==> src/rtl/lw_sram_pkg.sv <==
package lw_sram_pkg;

    localparam int BURST_BITS = 2;

    typedef logic [BURST_BITS-1:0] beat_t;

    typedef enum logic [1:0] {
        OP_IDLE  = 2'd0,
        OP_READ  = 2'd1,
        OP_WRITE = 2'd2
    } op_e;

    // Decoded view of the command inputs at one edge
    typedef struct packed {
        logic take;   // edge is enabled and the block is awake
        logic load;   // new command (adv_ld low)
        logic hit;    // all chip enables active
        logic write;  // we_n low
    } cmd_t;

    // Low address bits of beat n in a burst that started at offset start
    function automatic beat_t seq_offset(input beat_t start, input beat_t n,
                                         input logic interleave);
        return interleave ? (start ^ n) : beat_t'(start + n);
    endfunction

endpackage

==> src/rtl/lw_sram_burst.sv <==
module lw_sram_burst
    import lw_sram_pkg::*;
#(
    parameter int ADDR_W = 6
) (
    input  logic [ADDR_W-1:0] base,
    input  beat_t             beat,
    input  logic              interleave,
    output logic [ADDR_W-1:0] cur_addr
);
    localparam int HI_W = ADDR_W - BURST_BITS;

    logic [HI_W-1:0] hi_part;
    beat_t           lo_start;

    assign hi_part  = base[ADDR_W-1:BURST_BITS];
    assign lo_start = base[BURST_BITS-1:0];
    assign cur_addr = {hi_part, seq_offset(lo_start, beat, interleave)};

endmodule

==> src/rtl/lw_sram_ctrl.sv <==
module lw_sram_ctrl
    import lw_sram_pkg::*;
#(
    parameter int ADDR_W = 6,
    parameter int LANES  = 4
) (
    input  logic              clk,
    input  logic              rst,
    input  logic              dozing,
    input  cmd_t              cmd,
    input  logic [LANES-1:0]  bw_n,
    input  logic [ADDR_W-1:0] addr,
    input  logic              burst_mode,
    output op_e               op,
    output logic [ADDR_W-1:0] base,
    output beat_t             beat,
    output logic              interleave,
    output logic [LANES-1:0]  lane_mask
);
    op_e               op_q;
    logic [ADDR_W-1:0] base_q;
    beat_t             beat_q;
    logic              mode_q;
    logic [LANES-1:0]  mask_q;

    always_ff @(posedge clk) begin
        if (rst || dozing) begin
            op_q   <= OP_IDLE;
            beat_q <= '0;
        end else if (cmd.take) begin
            if (cmd.load) begin
                if (cmd.hit) begin
                    op_q   <= cmd.write ? OP_WRITE : OP_READ;
                    base_q <= addr;
                    beat_q <= '0;
                    mode_q <= burst_mode;
                    mask_q <= ~bw_n;
                end else begin
                    op_q <= OP_IDLE;
                end
            end else if (op_q != OP_IDLE) begin
                beat_q <= beat_q + beat_t'(1);
                mask_q <= ~bw_n;
            end
        end
    end

    assign op         = op_q;
    assign base       = base_q;
    assign beat       = beat_q;
    assign interleave = mode_q;
    assign lane_mask  = mask_q;

endmodule

==> src/rtl/lw_sram_array.sv <==
module lw_sram_array #(
    parameter int ADDR_W = 6,
    parameter int LANES  = 4,
    parameter int LANE_W = 9
) (
    input  logic                    clk,
    input  logic                    wr_en,
    input  logic [ADDR_W-1:0]       wr_addr,
    input  logic [LANES-1:0]        wr_mask,
    input  logic [LANES*LANE_W-1:0] wr_data,
    input  logic [ADDR_W-1:0]       rd_addr,
    output logic [LANES*LANE_W-1:0] rd_data
);
    localparam int DEPTH = 1 << ADDR_W;

    for (genvar g = 0; g < LANES; g++) begin : g_lane
        logic [LANE_W-1:0] mem [DEPTH];

        always_ff @(posedge clk) begin
            if (wr_en && wr_mask[g])
                mem[wr_addr] <= wr_data[g*LANE_W +: LANE_W];
        end

        assign rd_data[g*LANE_W +: LANE_W] = mem[rd_addr];
    end

endmodule

==> src/rtl/lw_sram.sv <==
module lw_sram
    import lw_sram_pkg::*;
#(
    parameter int ADDR_W = 6,
    parameter int LANES  = 4,
    parameter int LANE_W = 9
) (
    input  logic                    clk,
    input  logic                    rst,
    input  logic                    clk_en_n,
    input  logic                    ce1_n,
    input  logic                    ce2,
    input  logic                    ce3_n,
    input  logic                    adv_ld,
    input  logic                    we_n,
    input  logic [LANES-1:0]        bw_n,
    input  logic [ADDR_W-1:0]       addr,
    input  logic                    burst_mode,
    input  logic                    oe_n,
    input  logic                    sleep,
    input  logic [LANES*LANE_W-1:0] dq_in,
    output logic [LANES*LANE_W-1:0] dq_out,
    output logic                    dq_oe
);
    localparam int ZZ_STAGES = 2;

    logic [ZZ_STAGES-1:0] zz_q;
    logic                 dozing;
    logic                 chip_sel;
    cmd_t                 cmd;
    op_e                  cur_op;
    logic [ADDR_W-1:0]    base;
    beat_t                beat;
    logic                 interleave;
    logic [LANES-1:0]     lane_mask;
    logic [ADDR_W-1:0]    acc_addr;
    logic                 wr_en;

    // Sleep request passes two flops before it takes effect
    always_ff @(posedge clk) begin
        if (rst) zz_q <= '0;
        else     zz_q <= {zz_q[ZZ_STAGES-2:0], sleep};
    end
    assign dozing = zz_q[ZZ_STAGES-1];

    assign chip_sel  = !ce1_n && ce2 && !ce3_n;
    assign cmd.take  = !clk_en_n && !dozing;
    assign cmd.load  = !adv_ld;
    assign cmd.hit   = chip_sel;
    assign cmd.write = !we_n;

    lw_sram_ctrl #(.ADDR_W(ADDR_W), .LANES(LANES)) u_ctrl (
        .clk        (clk),
        .rst        (rst),
        .dozing     (dozing),
        .cmd        (cmd),
        .bw_n       (bw_n),
        .addr       (addr),
        .burst_mode (burst_mode),
        .op         (cur_op),
        .base       (base),
        .beat       (beat),
        .interleave (interleave),
        .lane_mask  (lane_mask)
    );

    lw_sram_burst #(.ADDR_W(ADDR_W)) u_burst (
        .base       (base),
        .beat       (beat),
        .interleave (interleave),
        .cur_addr   (acc_addr)
    );

    // Late write: data for the registered write is taken at the next enabled edge
    assign wr_en = cmd.take && (cur_op == OP_WRITE);

    lw_sram_array #(.ADDR_W(ADDR_W), .LANES(LANES), .LANE_W(LANE_W)) u_array (
        .clk     (clk),
        .wr_en   (wr_en),
        .wr_addr (acc_addr),
        .wr_mask (lane_mask),
        .wr_data (dq_in),
        .rd_addr (acc_addr),
        .rd_data (dq_out)
    );

    assign dq_oe = (cur_op == OP_READ) && !oe_n && !dozing;

endmodule

==> config.mk <==
export PLATFORM = sky130hd
export DESIGN_NAME = lw_sram
export DESIGN_NICKNAME = d
export VERILOG_FILES = /design/src/rtl/lw_sram_pkg.sv /design/src/rtl/lw_sram_burst.sv /design/src/rtl/lw_sram_ctrl.sv /design/src/rtl/lw_sram_array.sv /design/src/rtl/lw_sram.sv
export SDC_FILE = /design/constraint.sdc
export NUM_CORES = 2
export LEC_CHECK = 0
export BUFFER_PORTS_ARGS = -buffer_cell sky130_fd_sc_hd__buf_2
export CAP_MARGIN = 20
export CORE_MARGIN = 1.5
export CORE_UTILIZATION = 50
export DETAILED_ROUTE_END_ITERATION = 10
export GPL_TIMING_DRIVEN = 0
export PLACE_DENSITY = 0.65
export RECOVER_POWER = 50
export SYNTH_ARGS = -nofsm -noshare
export SYNTH_HDL_FRONTEND = slang
export SYNTH_HIERARCHICAL = 1
export SYNTH_SLANG_ARGS = --single-unit
==> constraint.sdc <==
create_clock -name clk -period 4.6 [get_ports clk]
set_clock_uncertainty 0.15 [all_clocks]
set_input_delay 0.46 -clock clk [delete_from_list [all_inputs] [get_ports clk]]
set_output_delay 0.46 -clock clk [all_outputs]
set_load 0.1 [all_outputs]
==> Yosys cells after proc, flatten, opt, wreduce, memory -nomap -nowiden <==
Memory sizes are Yosys's and may differ from the RTL's.
Index checks and enable logic that the tools add are counted.
{ "word_totals": {"register_bits": 17, "ram_bits": 2304, "in_bits": 57, "n_memories": 4} }
{ "op_classes": {"addsub": 2, "eq_ne": 3, "mux": 17, "bitwise_logic": 4, "reduce_logical": 22} }
{ "memory_table": {"columns": ["memory", "depth", "word_bits", "read_ports", "rd_clocked_by_memory_dff", "wr", "line", "source"], "rows": [
  ["u_array.g_lane[0].mem", 64, 9, 1, 0, 1, "lw_sram_array.sv:17", "logic [LANE_W-1:0] mem [DEPTH];"],
  ["u_array.g_lane[1].mem", 64, 9, 1, 0, 1, "lw_sram_array.sv:17", null],
  ["u_array.g_lane[2].mem", 64, 9, 1, 0, 1, "lw_sram_array.sv:17", null],
  ["u_array.g_lane[3].mem", 64, 9, 1, 0, 1, "lw_sram_array.sv:17", null]
]} }
{ "ops": {"columns": ["cell", "count"], "rows": [
  ["2-to-1 mux 2 bit", 6],
  ["2-to-1 mux 4 bit", 3],
  ["logical AND 1 bit", 10],
  ["2-to-1 mux 1 bit", 8],
  ["AND reduction 4 bit", 2],
  ["logical NOT 1 bit", 5],
  ["inverter 4 bit", 1],
  ["nonzero test 2 bit", 2],
  ["AND reduction 3 bit", 1],
  ["adder 2 x 1 -> 2 bit (second input constant)", 1],
  ["adder 2 bit", 1],
  ["== test 2 x 1 -> 1 bit (second input constant)", 1],
  ["== test 2 bit (second input constant)", 1],
  ["!= test 2 x 1 -> 1 bit (second input constant)", 1],
  ["inverter 1 bit", 2],
  ["AND reduction 2 bit", 1],
  ["bitwise XOR 2 bit", 1],
  ["logical OR 1 bit", 1]
]} }

==> Depth between registers and ports, before layout <==
{ "logic_depth": {"ltp_word": 6, "mapped_depth": 12} }

==> Cells and area by module <==
The synthesis kept the hierarchy.
{ "modules_own_cells": {"columns": ["mod", "instances", "cells_per_inst", "area_each_um2", "seq_area_each_um2"], "rows": [
  ["lw_sram_array", 1, 4030, 88312.2, 69186.4],
  ["lw_sram_ctrl", 1, 45, 571.8, 410.4],
  ["lw_sram", 1, 10, 101.3, 40.0],
  ["lw_sram_burst", 1, 9, 70.1, 0.0]
]} }

==> Worst setup path before layout <==
OpenSTA, ideal clock, no wires.
{ "synth_path": {"kind": "reg2out", "from": "register u_ctrl.base_q[0] (netlist: u_ctrl/base[0])", "to": "output dq_out[11]", "t_arrival_ps": 4165, "t_required_ps": 3990, "slack_ps": -175, "stages_incl_launch_ff": 12, "cell_sequence": "edfxtp_1 -> ha_1 -> nor2b_1 -> xnor2_1 -> buf_2 -> buf_2 -> buf_2 -> buf_4 -> buf_2 -> mux4_2 -> o22ai_1 -> nor3_1"} }
{ "synth_between": {"elab_chain_len": 3} }
{ "synth_rtl": {"columns": ["item", "line", "source"], "rows": [
  ["start, declared", "lw_sram_ctrl.sv:21", "logic [ADDR_W-1:0] base_q;"],
  ["start signal, assigned", "lw_sram_ctrl.sv:34", "base_q <= addr;"],
  ["adder 2 bit", "lw_sram_pkg.sv:24", "return interleave ? (start ^ n) : beat_t'(start + n);"],
  ["2-to-1 mux 2 bit", "lw_sram_pkg.sv:24", null],
  ["net acc_addr[1]", "lw_sram.sv:36", "logic [ADDR_W-1:0] acc_addr;"],
  ["memory (64 x 9 bit)", null, null],
  ["end, declared", "lw_sram.sv:22", "output logic [LANES*LANE_W-1:0] dq_out,"]
]} }
The timed path passes the listed nets, and every way through them passes these cells.

==> Final worst setup path <==
{ "layout_path": {"from": "register u_ctrl.base_q[3] (netlist: u_ctrl/base[3])", "to": "output dq_out[15]"} }
{ "layout_between": {"elab_chain_len": 1} }
{ "layout_rtl": {"columns": ["item"], "rows": [
  ["memory (64 x 9 bit)"]
]} }
No other way between the ends.

==> impl_summary.txt <==
----------------------------------------------------
[Run status]
  Result of the run ... finished with violations
  Violated checks ... capacitance limit, slew limit, setup timing

[Detailed routing]
  Via count normalized by instance count ... 6.85
  First drt pass iteration count ... 10
  Average routed wire per standard cell ... 41.0 µm
  Number of vias after detailed routing ... 49100
  DRC violations left ... 0
  Number of routed nets with antenna violations ... 0
  Routed WL ... 294000 µm
  DRT iter0 DRCs ... 8517

[Timing]
  Part of the cycle the worst path needs ... 103%
  Fin crit period ... 4.72 ns
  Pins Over Slew Limit ... 1964
  Worst hold margin ... 0.0997 ns
  Max frequency ... 212 MHz
  Slew at the pin closest to its max-slew limit ... 3.79 ns
  RSZ-0062 raised after global routing ... yes
  Fin. Hold Viols ... 0
  Final setup slack of the worst path ... -0.123 ns
  Worst slew margin ... -152%
  Number of failing setup endpoints in the final timing report ... 20

[Floorplan]
  Overall die width ... 425 µm
  Placeable core region ... 176000 µm²
  Cell Rows ... 154
  Effective utilization at floorplan ... 50.5%
  Ports placed on the boundary ... 94
  Die height ... 425 µm
  Die outline area ... 181000 µm²

[Clocking]
  Clock-pin transition on the worst setup and hold timing paths ... 0.06 ns
  H-tree level count ... 4
  Count of clock tree sinks ... 2321
  Buffer cell driving the clock tree root ... clkbuf_16
  Max clock buf depth ... 3
  Clock latency at the later pin of the worst-skew pair ... 0.88 ns
  Clock tree from TritonCTS ... yes
  CTS buffer count ... 221

[Yosys]
  Share of synthesized registers carrying an async set or reset ... 0%
  Sequential-to-total area share from yosys stat ... 78.2%
  Count of flip-flops with a built-in enable after synthesis ... 2315
  Post-synthesis instance area ... 89100 µm²
  Unique masters post-synth ... 52
  Number of nets produced by synthesis ... 4152
  Top FF cell, synth ... edfxtp_1
  Gate count after technology mapping ... 4094
  Number of storage elements in the synthesis netlist ... 2321
  Avg Cell Area, Syn ... 21.8 µm²
  Total of warnings raised by yosys ... 6

[Placed design]
  Gpl congestion ... 1.03
  Detail Placement HPWL ... 198000 µm
  Pre-CTS setup slack ... -1.28 ns
  Count of buffers inserted at the top-level ports ... 93

[Final layout]
  Synthesis-to-finish area growth ... 18.5%
  Final-stage net count ... 4695
  Share of the core filled with cells in the final layout ... 59.8%
  Fraction of layout instances using a drive strength above 1 ... 30.7%
  Most frequent standard cell in the layout excluding fill and tap cells ... edfxtp_1
  Top library cells by usage in the layout, fill and taps aside ... edfxtp_1 (2315), mux4_2 (564), nor2_1 (285)

[Global routing]
  Maximum number of pins on one net before global-route repair ... 65
  Global-route wire length before repair ... 391000 µm
  GR Overflow Total ... 0
  Initial antenna violation count ... 16
  Number of global-route vias before repair ... 45900
  GRT Overall Usage ... 32.6%

[Power and ir drop]
  Overall power of the completed layout ... 0.0420 W
  Static power due to leakage ... 32.9 nW
  Largest vdd supply drop ... 451 µV
  P per Cell Area ... 398 nW/µm²

[Worst setup path]
  Arr. time, crit path ... 4.11 ns
  Source of the worst register-to-register timing path ... u_ctrl/base[0]
  Cell type of the slowest stage on the worst timing path ... clkbuf_1
  Kind of critical path ... register to output port
  Critical path required time ... 3.99 ns
  Type of destination of the critical path ... output port
  Critical-path cell list ... buf_4 -> and2_1 -> clkbuf_1 -> a221oi_1 -> o21ai_1 -> nand2_1 -> nor2_4 -> buf_8
  Launching element of the worst setup path ... u_ctrl/base[3]
  Type of origin of the critical path ... register
  Biggest cell delay along the critical path ... 1.06 ns
  Largest fanout of any net on the critical path ... 10

[Min path]
  Worst min-delay path startpoint ... ce3_n
  Type of the worst min-delay path ... primary input to register

[Run]
  Max-cap violations ... 43

----------------------------------------------------
-- routing by layer --
metal  track usage (%)  up-vias  part of all wire [%]
met3              13.2      726                    16
li1                  -    18300                     -
met5              1.38        -                  0.17
met1              43.8    26000                    35
met2              46.4     4079                    43
met4              15.8       14                   6.2
-- state kept, by name, summed over array words and instances (netlist names) --
name                count
u_ctrl/interleave       1
u_ctrl/base             6
u_array/g_lane.mem   2304
u_ctrl/op               2
u_ctrl/lane_mask        4
u_ctrl/beat             2
zz_q                    2
-- layout make-up --
class,instances,area (µm²)
antenna,13,32.5
fill,12500,71000
clock buffer,284,5890
sequential,2321,69600
timing repair buffer,327,3280
inverter,8,30.0
clock inverter,123,1120
buffer,235,2610
multi-input combinational,1523,20000
tap,2340,2930
-- critical path, delay by kind of cell (launching register included) --
kind	cells	cell delay, ns
compound gates	2	0.53
simple gates	3	0.80
flops	1	0.32
buf+inv	3	1.56
-- power breakdown --
| group | switching [W] | internal [W] | total [W] | leakage, nW |
|---|---|---|---|---|
| Sequential | 0.00000136 | 0.0233 | 0.0233 | 20.8 |
| Clock | 0.00782 | 0.0100 | 0.0178 | 3.41 |
| Combinational | 0.000659 | 0.000216 | 0.000875 | 8.64 |
| Total | 0.00848 | 0.0335 | 0.0420 | 32.9 |
-- cells by family (layout without fill, tap and decap cells) --
group           after synthesis  count (layout)  share of synthesized area, %
flops                      2321            2321                          78.2
mux                         673             673                          15.5
compound gates              312             312                          2.34
simple gates                534             535                          2.59
other cells                   0              13                             0
xor+xnor                      2               2                        0.0197
buf+inv                     251             977                          1.32
fa+ha+maj                     1               1                        0.0140
-- stage by stage --
stage	area [µm²]	std cells	TNS [ns]
6_report	106000	7174	-0.628
5_1_grt	105000	7162	-0.299
4_1_cts	105000	7090	-0.345
3_5_place_dp	93800	6610	-30.09
3_3_place_gp	92500	6527	-71.86
2_1_floorplan	89100	4094	0
-- synthesized netlist by cell type (21+ instances only) --
cell	count	share of area, %
mux4_2	564	14
nor3_1	22	0.12
buf_2	70	0.39
a221oi_1	21	0.21
o22ai_1	155	1.1
mux2_2	25	0.32
edfxtp_1	2315	78
nor2_1	299	1.3
o21ai_0	27	0.15
a21oi_1	37	0.21
clkbuf_1	120	0.51
buf_4	34	0.29
nand2_1	123	0.52
nor4_1	25	0.18
mux2i_1	84	0.94
-- path summary, 6_finish.rpt --
path / to / slack (ns) / cells after the start
hold reg to reg: zz_q[1] / 0.30 / 1
setup / recovery: dq_out[15] / -0.12 / 8
setup reg to reg: u_array/g_lane[1].mem[2][7] / 0 / 10
hold / removal: u_ctrl/lane_mask[3] / 0.1 / 4
-- timing repair --
action                                 in CTS  in global routing
endpoints found under the hold margin     248                281
pin swaps                                  35                 25
setup endpoints to repair                  36                 61
hold buffers                               35                 14
cloned                                      5                  1
resized for setup                         720                122
buffers inserted                           41                 19
No activity file was read; power rests on OpenSTA's default activity.
